`config.mk`:
```
export PLATFORM = sky130hd
export DESIGN_NAME = sensor_minmax_track
export DESIGN_NICKNAME = d
export VERILOG_FILES = /design/src/rtl/minmax_pkg.sv /design/src/rtl/minmax_rst_sync.sv /design/src/rtl/minmax_cell.sv /design/src/rtl/minmax_readmux.sv /design/src/rtl/sensor_minmax_track.sv
export SDC_FILE = /design/constraint.sdc
export NUM_CORES = 1
export LEC_CHECK = 0
export BUFFER_PORTS_ARGS = -buffer_cell sky130_fd_sc_hd__buf_2
export CORE_MARGIN = 5
export CORE_UTILIZATION = 30
export DETAILED_ROUTE_END_ITERATION = 6
export GPL_TIMING_DRIVEN = 0
export PLACE_DENSITY_LB_ADDON = 0.2
export SLEW_MARGIN = 20
export SYNTH_ARGS = -nofsm -noshare
export SYNTH_HDL_FRONTEND = slang
export SYNTH_HIERARCHICAL = 1
export SYNTH_SLANG_ARGS = --single-unit
```
`constraint.sdc`:
```
create_clock -name clk -period 7.95 [get_ports clk]
set_clock_uncertainty 0.05 [all_clocks]
set_input_delay 1.59 -clock clk [delete_from_list [all_inputs] [get_ports clk]]
set_output_delay 1.59 -clock clk [all_outputs]
set_load 0.1 [all_outputs]
```
`src/rtl/minmax_pkg.sv`:
```
package minmax_pkg;
  localparam int unsigned SENSE_W  = 16;
  localparam int unsigned CHAN_W   = 5;
  localparam int unsigned NUM_SENS = 3;
  localparam int unsigned ADDR_W   = 8;
  localparam logic [ADDR_W-1:0] WIN_BASE = 8'h20;

  typedef logic [SENSE_W-1:0] sample_t;
endpackage

```
`src/rtl/minmax_rst_sync.sv`:
```
module minmax_rst_sync #(
  parameter int unsigned STAGES = 2
) (
  input  logic clk,
  input  logic rst_n,
  output logic rst_n_sync
);
  logic [STAGES-1:0] sh_q;
  logic [STAGES-1:0] sh_d;

  always_comb begin
    sh_d = {sh_q[STAGES-2:0], 1'b1};
  end

  always_ff @(posedge clk or negedge rst_n) begin
    if (!rst_n) sh_q <= '0;
    else        sh_q <= sh_d;
  end

  assign rst_n_sync = sh_q[STAGES-1];
endmodule

```
`src/rtl/minmax_cell.sv`:
```
module minmax_cell #(
  parameter int unsigned W = 16
) (
  input  logic         clk,
  input  logic         rst_n,
  input  logic         upd,
  input  logic [W-1:0] sample,
  output logic [W-1:0] max_q,
  output logic [W-1:0] min_q
);
  logic [W-1:0] max_d;
  logic [W-1:0] min_d;
  logic         max_en;
  logic         min_en;

  always_comb begin
    max_en = upd && (sample > max_q);
    min_en = upd && (sample < min_q);
    max_d  = max_en ? sample : max_q;
    min_d  = min_en ? sample : min_q;
  end

  always_ff @(posedge clk or negedge rst_n) begin
    if (!rst_n) begin
      max_q <= '0;
      min_q <= '1;
    end else begin
      max_q <= max_d;
      min_q <= min_d;
    end
  end
endmodule

```
`src/rtl/minmax_readmux.sv`:
```
module minmax_readmux #(
  parameter int unsigned W      = 16,
  parameter int unsigned N      = 3,
  parameter int unsigned ADDR_W = 8,
  parameter logic [ADDR_W-1:0] BASE = 8'h20
) (
  input  logic [ADDR_W-1:0]   rd_addr,
  input  logic [N-1:0][W-1:0] max_all,
  input  logic [N-1:0][W-1:0] min_all,
  output logic [W-1:0]        word
);
  localparam int unsigned IDX_W = 2;

  logic             in_win;
  logic             is_min;
  logic [IDX_W-1:0] idx;

  always_comb begin
    in_win = (rd_addr[ADDR_W-1:3] == BASE[ADDR_W-1:3]);
    is_min = rd_addr[2];
    idx    = rd_addr[1:0];
    word   = '0;
    for (int s = 0; s < int'(N); s++) begin
      if (in_win && idx == IDX_W'(s)) word = is_min ? min_all[s] : max_all[s];
    end
  end
endmodule

```
`src/rtl/sensor_minmax_track.sv`:
```
module sensor_minmax_track
  import minmax_pkg::*;
#(
  parameter int unsigned W      = SENSE_W,
  parameter int unsigned CW     = CHAN_W,
  parameter int unsigned N      = NUM_SENS,
  parameter int unsigned AW     = ADDR_W,
  parameter logic [AW-1:0] BASE = WIN_BASE
) (
  input  logic          clk,
  input  logic          rst_n,
  input  logic          meas_valid,
  input  logic [CW-1:0] meas_chan,
  input  logic [W-1:0]  meas_data,
  input  logic          rd_en,
  input  logic [AW-1:0] rd_addr,
  output logic [W-1:0]  rd_data
);
  logic                rst_n_sync;
  logic [N-1:0][W-1:0] max_all;
  logic [N-1:0][W-1:0] min_all;
  logic [W-1:0]        rd_word;
  logic [W-1:0]        rd_data_d;

  minmax_rst_sync #(.STAGES(2)) u_rst (
    .clk(clk), .rst_n(rst_n), .rst_n_sync(rst_n_sync)
  );

  for (genvar g = 0; g < int'(N); g++) begin : g_sens
    logic hit;
    assign hit = meas_valid && (meas_chan == CW'(g));
    minmax_cell #(.W(W)) u_cell (
      .clk(clk), .rst_n(rst_n_sync), .upd(hit), .sample(meas_data),
      .max_q(max_all[g]), .min_q(min_all[g])
    );
  end

  minmax_readmux #(.W(W), .N(N), .ADDR_W(AW), .BASE(BASE)) u_mux (
    .rd_addr(rd_addr), .max_all(max_all), .min_all(min_all), .word(rd_word)
  );

  always_comb begin
    rd_data_d = rd_en ? rd_word : rd_data;
  end

  always_ff @(posedge clk or negedge rst_n_sync) begin
    if (!rst_n_sync) rd_data <= '0;
    else             rd_data <= rd_data_d;
  end
endmodule

```
### Word-level counts from Yosys, hierarchy flattened

Index checks and enable logic that the tools add are counted.

* magnitude comparators: 6
* eq/ne operators: 5
* multiplexer cells: 6
* reductions and logical operators: 14

Operators with widths (count)
* 16-bit 2-to-1 mux: 6
* 16-bit > comparator: 3
* 16-bit < comparator: 3
* 1-bit logical AND: 12
* 5-bit by 1-bit equality test with 1-bit output, second input constant: 1
* 5-bit by 2-bit equality test with 1-bit output, second input constant: 1
* 5-bit by 3-bit equality test with 1-bit output, second input constant: 1
* 5-bit zero test: 1
* 2-bit by 1-bit equality test with 1-bit output, second input constant: 1
* 2-bit equality test, second input constant: 1
* 2-bit zero test: 1

* bits in registers: 114
* bits of input ports: 33
* word-level logic and storage cells: 39

### Logic depth before layout (Yosys ltp)

Gate-level depths: netlist (run 1).

* depth in word-level cells: 5
* gate-level depth with buffers: 8
* mapped depth without buffers: 7

### By module

Netlist (run 1), hierarchy kept.

Modules (own cells, without submodules)
* minmax_cell: times used 3, cells an instance 174, area an instance 2001.9 µm²
* minmax_readmux: times used 1, cells an instance 94, area an instance 947.2 µm²
* sensor_minmax_track: times used 1, cells an instance 38, area an instance 634.4 µm²
* minmax_rst_sync: times used 1, cells an instance 3, area an instance 53.8 µm²

### Worst setup path after synthesis (run 1)

Ideal clock, no wire load.

* kind: input port to flip-flop
* start: in meas_data[15]
* end: reg g_sens[0].u_cell.max_q[0]
* arrival: 3635 ps
* data required time: 7775 ps
* path slack: 4140 ps
* cell stages on the path: 7
* cells stage by stage: ha_1 nand4_1 or4_1 a21o_1 a31oi_2 buf_2 mux2_2

* word-level cells in the longest chain between the ends: 2

RTL lines
* start: declaration: RTL line sensor_minmax_track.sv:14 `input logic [W-1:0] meas_data,`
* 16-bit > comparator: RTL line minmax_cell.sv:17 `max_en = upd && (sample > max_q);`
* 1-bit logical AND: RTL line minmax_cell.sv:17
* end signal: assignment: RTL line minmax_cell.sv:28 `max_q <= max_d;`
* end: declaration: RTL line minmax_cell.sv:8 `output logic [W-1:0] max_q,`

No other way between the ends.
A chain may end at the register's enable or synchronous reset.

### Worst setup path in the final report (run 1)

* start: in meas_data[13]
* end: reg g_sens[0].u_cell.max_q[6]

The elaborated chain is that of the path after synthesis.

==> results of run 1 <==
## area by class of cell
cell class                      instances  area [um2]
Fill cell                            2581       16200
Multi-Input combinational cell        431        4210
Sequential cell                       114        2920
Clock buffer                           22         484
Tap cell                              330         413
Inverter                               93         349
Timing Repair Buffer                   47         273
Buffer                                 19         168
Clock inverter                         10         130
Antenna cell                            1        2.50
## registers in the layout, summed over array words and instances (netlist names)
name	cells
g_sens.u_cell/min_q	48
rd_data	16
u_rst/sh_q	2
g_sens.u_cell/max_q	48
## cell usage in the layout (no fill, tap or decap), drive strengths merged, types with 4 or more instances in the layout
cell type    n
dfstp       48
inv         93
a21o         6
mux4        16
nand2       28
clkinv       5
buf         64
dfrtp       66
nand3       12
a21oi       46
mux2       128
nor2b        7
nor3         7
o21ai       12
or4          4
clkbuf      24
nand4       15
nand2b      26
ha          93
## through the flow
stage | std cells | hold WS, ps | area, um2 | utilization [%]
finish | 1067 | 196 | 8950 | 35.6
global route | 1066 | 233 | 8940 | 35.6
CTS | 1066 | 211 | 8940 | 35.6
detailed placement | 1034 | 205 | 8330 | 33.2
global placement | 1032 | 282 | 8280 | 33.0
floorplan | 657 | 281 | 7640 | -
## power by group through the flow
| stage | sequential [uW] | combinational, uW | clock (uW) |
|---|---|---|---|
| after floorplan | 724 | 275 | 0 |
| after global placement | 746 | 369 | 0 |
| after detailed placement | 737 | 385 | 0 |
| after CTS | 728 | 388 | 819 |
| after global routing | 737 | 438 | 844 |
| final | 727 | 380 | 797 |
## final timing paths
kind | slack (ps) | cells past startpoint | startpoint | end
setup / recovery | 3790 | 8 | meas_data[13] | g_sens[0].u_cell/max_q[6]
hold / removal | 200 | 0 | u_rst/sh_q[1] | g_sens[1].u_cell/max_q[5]
setup reg to reg | 4800 | 8 | g_sens[0].u_cell/max_q[13] | g_sens[0].u_cell/max_q[6]
hold reg to reg | 200 | 0 | u_rst/sh_q[1] | g_sens[1].u_cell/max_q[5]
max in group asynchronous | 6850 | 1 | rst_n | u_rst/sh_q[1]
min in group clk | 300 | 0 | u_rst/sh_q[0] | u_rst/sh_q[1]
## routing by layer
layer	wire length (um)	part of all wire, %	global-route usage [%]
met2	9150	48	23.1
met3	435	2.3	2.33
met4	238	1.3	3.99
met5	0	0	0
met1	9190	48	18.6
## kinds of logic after synthesis
logic type	after synthesis	share of synthesized area, %
buffers and inverters	112	6.76
multiplexers	144	23.6
AND/OR/NAND/NOR	102	7.45
AO/OA/AOI/OAI	91	8.81
flip-flops	114	38.1
adder cells (fa/ha/maj)	93	15.2
other	1	0.0491
==> metrics.md, run 1 <==
| Metric | Value |
|---|---|
| Status | finished clean |
| Largest net degree at the start of global routing | between 50 and 60 |
| Skew-Pair Late Insertion Delay | 410 ps |
| Post-DP HPWL | approximately 15 mm |
| Critical Path Max Stage Delay | 630 ps |
| Most used DFF post-synth | dfrtp_1 |
| Final TNS setup | 0 ps |
| P per Cell Area | 213 nW/um2 |
| DRC errors left | 0 |
| Sw power | 524 uW |
| Delay-heaviest family, CP | simple AND/OR/NAND/NOR gates |
| Hold WC Path Type | reg -> async |
| Die Span Y | 170 um |
| CTS clk-pin slew, worst paths | around 60 ps |
| Fin nets | 849 |
| Most common cell in the synthesized netlist | mux2_2 |
| # port buffers | 45 |
| First-pass GRT wire length | 30.6 mm |
| Via count | 5075 |
| Part of the power in combinational logic | 20.0% |
| Critical path class | in -> reg |
| Core Region | 25100 um2 |
| GRT Util Overall | 13.9% |
| Final min period | 4160 ps |
| Initial antenna violation count | 0 |
| I/O Pins | 49 |
| Root buffer cell | clkbuf_16 |
| Top cell type's share of synthesized area | between 20 and 25% |
| Critical path data arrival time | 4410 ps |
| Max IR drop VDD | 0.0000997 V |
| H-tree levels | 4 |
| Layout cells sized above 1 | 41.8% |
| Post-synth cell types | 34 |
| Per-cell routed wire length | 17.8 um |
| Worst path buffer plus inverter count | 2 |
| Post-synth EDFFs | 0 |
| Commonest cells in the netlist | 128 x mux2_2, 93 x ha_1, 93 x inv_1, 66 x dfrtp_1, 48 x dfstp_2 |
| Clk buf depth | 2 |
| Hold_buf cts | 0 |
| Synth-to-Final Area Change | 17.1% |
| Seq cells post-synth | ~110 |
| Mapped cell area | 7640 um2 |
| Synth Area per Inst | 11.6 um2 |
| Max Slew Vio Count | 0 |
| Post_cts resized | 0 |
| Seq/Total Area, Yosys | 38.1% |
| Initial DRT Pass Iterations | 4 |
| Net Sw Frac | 27.5% |
| RSZ-0062 raised after global routing | false |
| Global route overflow | 0 |
| CTS tree | done |
| Vias in the first global route | 5380 |
| Post-synthesis cell count | approximately 660 |
| Worst Path Required | 8200 ps |
| Synth Warn # | 6 |
| Cell mode on critical path | buf_2 |
| Post-route ant nets | 0 |
| Worst slew pin tran | ~650 ps |
| Endpoints failing setup | 0 |
| Syn nets | 783 |
| Fmax | 0.240 GHz |
| Final worst setup slack | approximately 3800 ps |
| Largest cells by area after synthesis | dfrtp_1 22%, mux2_2 19%, dfstp_2 17% |
| # rows | 58 |
| Initial Utilization | 30.4% |
| Clock power share | 41.9% |
| MaxCap Viol Count | 0 |
| CTS buffer count | 17 |
| Worst path cell trace | buf_2 > ha_1 > nand4_1 > or4_1 > a21o_1 > a31oi_2 > buf_2 > mux2_2 |
| Period utilization | 52.3% |
| Final Hold Fails | 0 |
| Power consumption | 1900 uW |
| Worst Setup End Kind | flip-flop |
| Crit path max-delay cell type | or4_1 |
| Die X | 170 um |
| Asr flop ratio synth | 100% |
| Post-CTS Setup Bufs | 0 |
| Startpoint types | primary input |
| Initial drt markers | 239 |
| Worst slew margin | 56.9% |
| Via density per instance | 4.76 |
| Wirelength, routed | 19.0 mm |
| Flop pwr share | 38.2% |
| P_int | 1380 uW |
| Routability Congestion | 0.768 |
| Dpl ws | approximately 3300 ps |
| Leakage | 0.00383 uW |
| Clock sink count | 114 |
| Leading area contributor after synthesis | dfrtp_1 |
| Die area | approximately 29000 um2 |
| CP Max Fanout | 12 |
(Power assumes the default switching activity.)
==> run 2: changes to the inputs <==
--- a/config.mk
+++ b/config.mk
@@ -5,6 +5,7 @@
 export SDC_FILE = /design/constraint.sdc
 export NUM_CORES = 1
 export LEC_CHECK = 0
+export ABC_AREA = 1
 export BUFFER_PORTS_ARGS = -buffer_cell sky130_fd_sc_hd__buf_2
 export CORE_MARGIN = 5
 export CORE_UTILIZATION = 30
==> constraint.sdc (replaced) <==
create_clock -name clk -period 3.63 [get_ports clk]
set_clock_uncertainty 0.05 [all_clocks]
set_input_delay 0.726 -clock clk [delete_from_list [all_inputs] [get_ports clk]]
set_output_delay 0.726 -clock clk [all_outputs]
set_load 0.1 [all_outputs]
==> run 2 against run 1 <==
Flip-flop and latch count unchanged. Synthesized cell count is 74% higher. Worst setup slack got worse by 2400 ps. Via count grew 47%. Synthesized area grew 13%. Sequential share of layout area down 3.5 points. First-iteration DRC count rose by 110%. Critical path type unchanged. Clock-buffer cell count unchanged. Worst hold slack got worse by 160 ps.
==> metrics.md, run 2 <==
| Metric | Value |
|---|---|
| Hold_buf cts | 0 (unchanged) |
| First-pass GRT wire length | 41.9 mm (+37%) |
| Largest net degree at the start of global routing | 43 (-19%) |
| Root buffer cell | clkbuf_16 |
| Die area | 32100 um2 (+12%) |
| Clock sink count | 114 (unchanged) |
| Max IR drop VDD | 0.000248 V (+150%) |
| Mux share of post-synthesis cell area | 0% (-24 points) |
| Most common cell in the synthesized netlist | nand2_1 |
| Initial drt markers | 512 (+110%) |
| Leading area contributor after synthesis | dfrtp_1 |
| Commonest cells after routing, fill and taps aside | 396 x nand2_1, 138 x nand3_1, 137 x inv_1 |
| Dpl ws | 927 ps (-2340 ps) |
| CTS buffer count | 17 (unchanged) |
| Startpoint types | primary input |
| Post-synth EDFFs | 0 (unchanged) |
| Critical path class | in -> reg |
| Leakage | 0.00501 uW (+31%) |
| MaxCap Viol Count | 0 (unchanged) |
| Period utilization | 62.4% |
| Initial antenna violation count | 0 (unchanged) |
| Skew-Pair Late Insertion Delay | 420 ps (about the same) |
| Largest family of logic cells by synthesized area | simple AND/OR/NAND/NOR gates |
| Via count | 7458 (+47%) |
| GRT Util Overall | 17.2% (+3.4 points) |
| Adder-cell area share of the yosys netlist | 13.5% (-1.7 points) |
| Die X | 179 um (+5.7%) |
| Vias in the first global route | 7402 (+38%) |
| Per-cell routed wire length | 16.3 um (-8.6%) |
| Asr flop ratio synth | 100% (unchanged) |
| Top Registers | g_sens.u_cell/max_q x48, g_sens.u_cell/min_q x48, rd_data x16 |
| Global route overflow | 0 (unchanged) |
| Post-Synth XOR/XNOR Area | 0% (unchanged) |
| Endpoints failing setup | 0 (unchanged) |
| Via density per instance | 4.63 (-2.6%) |
| Commonest cells in the netlist | 396 x nand2_1, 138 x nand3_1, 137 x inv_1, 93 x ha_1, 69 x nand2_2 |
| Worst slew pin tran | 593 ps (-53.7 ps) |
| Worst path cell trace | buf_2 > ha_1 > a211oi_1 > nand2_1 > nor2_4 > nand2_4 > buf_12 > nand2_2 > nand2_2 |
| Fmax | between 0.4 and 0.5 GHz |
| Wirelength, routed | 26.2 mm (+38%) |
| H-tree levels | 4 (unchanged) |
| Status | finished clean |
| Seq cells post-synth | 114 (unchanged) |
| Die Span Y | 179 um (+5.7%) |
| Most common cell after layout, fill and taps aside | nand2_1 |
| Synth-to-Final Area Change | 16.4% |
| Syn nets | 1270 (+62%) |
| Post_cts resized | 0 (unchanged) |
| Post-route insts no fill | 1610 (+51%) |
| Core Region | 28500 um2 (+13%) |
| Layout cells sized above 1 | 23.7% (-18 points) |
| Antenna fix cells | 0 (-1) |
| Hold WC Path Type | in -> async |
| Post-synth cell types | 32 (-5.9%) |
| DRC errors left | 0 (unchanged) |
| Post-synthesis compound-gate area fraction | 4.05% (-4.8 points) |
| RSZ-0062 raised after global routing | false |
| Core Util, Final | 35.1% (-0.48 points) |
| Routability Congestion | 0.826 (+7.5%) |
| Cell mode on critical path | nand2_2 |
| Most used DFF post-synth | dfrtp_1 |
| Initial DRT Pass Iterations | 5 (+1) |
| CP Max Fanout | 12 (unchanged) |
| Critical path data arrival time | 2560 ps (-1850 ps) |
| Synth Warn # | 6 (unchanged) |
| Crit. Startpoint | meas_data[15] |
| P per Cell Area | 439 nW/um2 (+110%) |
| I/O Pins | 49 (unchanged) |
| Clk buf depth | 2 (unchanged) |
| Mapped cell area | 8600 um2 (+13%) |
| Post-synthesis cell count | 1144 (+74%) |
| Post-CTS Setup Bufs | 0 (unchanged) |
| Final min period | 2270 ps |
| Critical Path Max Stage Delay | 350 ps (-280 ps) |
| Largest cells by area after synthesis | dfrtp_1 19%, nand2_1 17%, dfstp_2 15% |
| Worst Setup End Kind | flip-flop |
| Final worst setup slack | 1360 ps (-2430 ps) |
| CTS clk-pin slew, worst paths | 50 ps (about the same) |
| Top cell type's share of synthesized area | 19.2% (-2.4 points) |
| Worst Path Required | 3930 ps (-4270 ps) |
| Synth Area in Simple Gates | 38.2% (+31 points) |
| Worst slew margin | 60.5% (+3.6 points) |
| Final Hold Fails | 0 (unchanged) |
| Initial Utilization | 30.2% (-0.23 points) |
| # rows | 62 (+6.9%) |
| CTS tree | done |
| # port buffers | 48 (+6.7%) |
| Max Slew Vio Count | 0 (unchanged) |
| Synth Area per Inst | 7.52 um2 (-35%) |
| Post-route ant nets | 0 (unchanged) |
| Placed Cells | 1578 (+53%) |
| R2r startpoint | g_sens[2].u_cell/min_q[15] |
| Crit path max-delay cell type | buf_2 |
| Seq/Total Area, Yosys | 33.9% (-4.2 points) |
| Post-DP HPWL | 19.1 mm (+32%) |
| Fin nets | 1339 (+58%) |
[run 2: changes by cell type after synthesis, moves of 26 or more]
cell      previous run  this run
nand2_1             28       396
inv_1               93       137
nand2_2              0        69
nand3_1             12       138
mux2_2             128         0
nand2b_1            26         0
nor2_1               0        36
[run 2: worst paths after layout]
check                      depth (start not counted)  slack (ps)                    endpoint
min                                                1          30               u_rst/sh_q[1]
max reg2reg                                        9        1490  g_sens[2].u_cell/min_q[14]
max in group asynchronous                          2        2370   g_sens[0].u_cell/min_q[8]
min reg2reg                                        0         240   g_sens[2].u_cell/max_q[4]
max                                                9        1360  g_sens[2].u_cell/min_q[14]
min in group clk                                   0         300               u_rst/sh_q[1]
[run 2: cell families (layout without fill, tap and decap cells)]
logic type,after synthesis,in the layout
buffers and inverters,182,264
AND/OR/NAND/NOR,691,691
flip-flops,114,114
AO/OA/AOI/OAI,63,63
other,1,1
adder cells (fa/ha/maj),93,93
[run 2: power by group]
part	switching, uW	internal [uW]	total [uW]
clock	613	1200	1810
sequential	147	1470	1610
combinational	617	355	972
[run 2: worst max-delay path: cells and delay by family]
kind            cells  cell delay (ps)
simple gates        5              670
buf+inv             2              530
fa+ha+maj           1              330
compound gates      1              290
[run 2: area by class of cell]
type                       instances  area, um2
inverter                         143        537
clock buffer                      22        474
sequential                       114       2920
multi-input combinational        848       4800
clock inverter                    10        155
buffer                            39        349
tap                              384        480
timing repair buffer              50        295
fill                            3031      18500
[run 2: metal layers]
layer / GRT usage, % / routed length, um / up-vias
met2: 27.4 / 12000 / 143
met4: 3.97 / 375 / 0
li1: - / - / 3765
met3: 3.10 / 987 / 25
met5: 0 / 0 / -
met1: 24.4 / 12900 / 3525
[run 2: per-stage QoR]
stage          area (um2)  power [uW]  hold WS (ps)  setup TNS [ps]
2_1_floorplan        8600        2280           281               0
3_3_place_gp         9320        2590           285         -118720
3_5_place_dp         9380        2610           257               0
4_1_cts             10000        4460          10.4               0
5_1_grt             10000        4700          5.81               0
6_report            10000        4400          31.5               0
==> run 3: changes to the inputs <==
==> constraint.sdc (replaced) <==
create_clock -name clk -period 1.9 [get_ports clk]
set_clock_uncertainty 0.05 [all_clocks]
set_input_delay 0.38 -clock clk [delete_from_list [all_inputs] [get_ports clk]]
set_output_delay 0.38 -clock clk [all_outputs]
set_load 0.1 [all_outputs]
==> run 3 against run 2 <==
The run now ends with negative setup slack left. Die area did not move. Sequential share of layout area fell by 4.4 points. First-iteration DRC count down 16%. Sequential power up 89%. Highest routed layer unchanged.
==> metrics.md, run 3 (synthesized netlist as in run 2, its figures left out) <==
| Metric | Value |
|---|---|
| # rows | 62 (unchanged) |
| Final TNS setup | -117 ps (-117 ps) |
| Die area | 32100 um2 (unchanged) |
| Multi-input logic area | 5600 um2 (+17%) |
| R2r startpoint | g_sens[2].u_cell/min_q[11] |
| Fmax | 0.521 GHz |
| Endpoints failing setup | 12 (+12) |
| Core Region | 28500 um2 (unchanged) |
| Commonest cells after routing, fill and taps aside | 357 x nand2_1, 133 x nand3_1, 124 x inv_1 |
| Status | complete, but fails checks |
| Final min period | 1920 ps |
| Post-route ant nets | 0 (unchanged) |
| Top Registers | g_sens.u_cell/max_q x48, g_sens.u_cell/min_q x48, rd_data x16 |
| Failing checks | negative setup slack |
| Leakage | 0.00571 uW (+14%) |
| Initial drt markers | 431 (-16%) |
| Vias in the first global route | 7665 (+3.6%) |
| Critical path data arrival time | 2220 ps (-340 ps) |
| Routability Congestion | 0.819 (-0.81%) |
| RSZ-0062 raised after global routing | true |
| CTS tree | done |
| Worst Reg-to-Reg Cells | 12 (+3) |
| CP Max Fanout | 5 (-7) |
| Initial DRT Pass Iterations | 5 (unchanged) |
| Post-route insts no fill | 1711 (+6.3%) |
| Hold WC Path Type | reg -> async |
| Worst Setup End Kind | flip-flop |
| Per-cell routed wire length | 16.8 um (+3.0%) |
| FILL cells | 2957 (-2.4%) |
| Final Hold Fails | 0 (unchanged) |
| First-pass GRT wire length | 43.3 mm (+3.3%) |
| Hold Slack | 183 ps (+151 ps) |
| # port buffers | 48 (unchanged) |
| Startpoint types | flip-flop |
| Root buffer cell | clkbuf_16 |
| Clock sink count | 114 (unchanged) |
| CTS buffer count | 17 (unchanged) |
| Final Cell Area | 11800 um2 (+18%) |
| Placed Cells | 1578 (unchanged) |
| Clk buf depth | 2 (unchanged) |
| I/O Pins | 49 (unchanged) |
| Crit path max-delay cell type | dfstp_2 |
| Worst Path Required | 2200 ps (-1730 ps) |
| Dpl cell area | 9380 um2 (unchanged) |
| Worst slew margin | 58.0% (-2.5 points) |
| Core Util, Final | 41.4% (+6.3 points) |
| Period utilization | 101% |
| Die Span Y | 179 um (unchanged) |
| Via count | 7977 (+7.0%) |
| Final worst setup slack | -20.1 ps (-1380 ps) |
| DRC errors left | 0 (unchanged) |
| Global route overflow | 0 (unchanged) |
| Post-DP HPWL | 19.2 mm (+0.37%) |
| Critical path class | reg -> reg |
| Max IR drop VDD | 0.000488 V (+97%) |
| Initial Utilization | 30.2% (unchanged) |
| Synth-to-Final Area Change | 37.2% |
| FF+latch area | 2920 um2 (unchanged) |
| CTS clk-pin slew, worst paths | 60 ps (about the same) |
| Largest net degree at the start of global routing | 49 (+14%) |
| Max Slew Vio Count | 0 (unchanged) |
| GRT Util Overall | 17.8% (+0.60 points) |
| Initial antenna violation count | 0 (unchanged) |
| Worst path cell trace | inv_2 > ha_4 > a21oi_2 > o21ai_2 > nand2_1 > nand2_2 > nor2_4 > buf_12 > nand2_8 > buf_12 > nand2_4 > nand2_2 |
| P per Cell Area | 763 nW/um2 (+74%) |
| Via density per instance | 4.66 (+0.65%) |
| Most common cell after layout, fill and taps aside | nand2_1 |
| H-tree levels | 4 (unchanged) |
| Wirelength, routed | 28.7 mm (+9.5%) |
| Worst slew pin tran | 630 ps (+37.3 ps) |
| Terminus of the critical flop-to-flop path | g_sens[2].u_cell/min_q[11] |
| Die X | 179 um (unchanged) |
| Antenna fix cells | 0 (unchanged) |
| Critical Path Max Stage Delay | 550 ps (+200 ps) |
| Fin nets | 1440 (+7.5%) |
| Reg-to-reg slack, setup | -20 ps (-1510 ps) |
| Layout cells sized above 1 | 38.1% (+14 points) |
| MaxCap Viol Count | 0 (unchanged) |
| Skew-Pair Late Insertion Delay | 420 ps (about the same) |
==> run 3: cell count changes in the layout (fill, tap and decap cells not counted), moves of 18 or more <==
cell / change
ha_1: -28
buf_6: +18
buf_4: +71
nand2_1: -39
nand2_4: +29
ha_4: +28
==> run 3: cell type report <==
type,count,area share [%]
multi-input combinational,848,47.5
timing repair buffer,153,10.8
clock inverter,10,1.10
clock buffer,22,4.11
tap,384,4.07
sequential,114,24.7
buffer,37,3.17
inverter,143,4.55
==> run 3: worst max path at each step <==
| stage | slack, ps | endpoint | from | cells past startpoint |
|---|---|---|---|---|
| after floorplan | 110 | g_sens[0].u_cell/min_q[10] | g_sens[0].u_cell/min_q[11] | 11 |
| after global placement | -410 | g_sens[0].u_cell/max_q[6] | meas_data[7] | 11 |
| after detailed placement | -420 | g_sens[0].u_cell/max_q[2] | meas_data[7] | 11 |
| after CTS | -40 | g_sens[0].u_cell/min_q[8] | g_sens[0].u_cell/min_q[11] | 10 |
| after global routing | -110 | g_sens[1].u_cell/min_q[10] | g_sens[1].u_cell/min_q[9] | 11 |
| final | -20 | g_sens[2].u_cell/min_q[11] | g_sens[2].u_cell/min_q[11] | 12 |
==> run 3: report_power, final <==
group          internal, uW  switching [uW]  leakage [uW]
clock network          2190            1170      0.000302
logic                  1110            1480       0.00403
registers              2800             248       0.00138
total                  6100            2900       0.00571
==> run 3: worst max-delay path: cells and delay by family (launching register included) <==
| kind | cells | cell delay (ps) |
|---|---|---|
| compound gates | 2 | 210 |
| fa+ha+maj | 1 | 220 |
| buf+inv | 3 | 340 |
| flops | 1 | 550 |
| simple gates | 6 | 470 |
==> run 3: through the flow <==
step	power, uW	setup slack, ps
2_1_floorplan	4370	107
3_3_place_gp	4940	-410
3_5_place_dp	5000	-420
4_1_cts	8650	-35.0
5_1_grt	9540	-106
6_report	9000	-20.1
==> run 3: what timing repair did <==
item / in CTS / in global routing
hold buffers: 1 / 0
hold endpoints to repair: 2 / 0
endpoints found under the setup margin: 72 / 83
pin swaps: 37 / 43
resized for setup: 86 / 108
cloned: 3 / 6
setup buffers: 40 / 55
==> run 3: routing by layer <==
layer	track usage (%)	routed length, um	vias to the layer above
li1	-	-	3972
met1	24.8	13600	3795
met2	28.6	13300	163
met3	2.95	1090	47
met4	5.20	721	0
met5	0	0	-
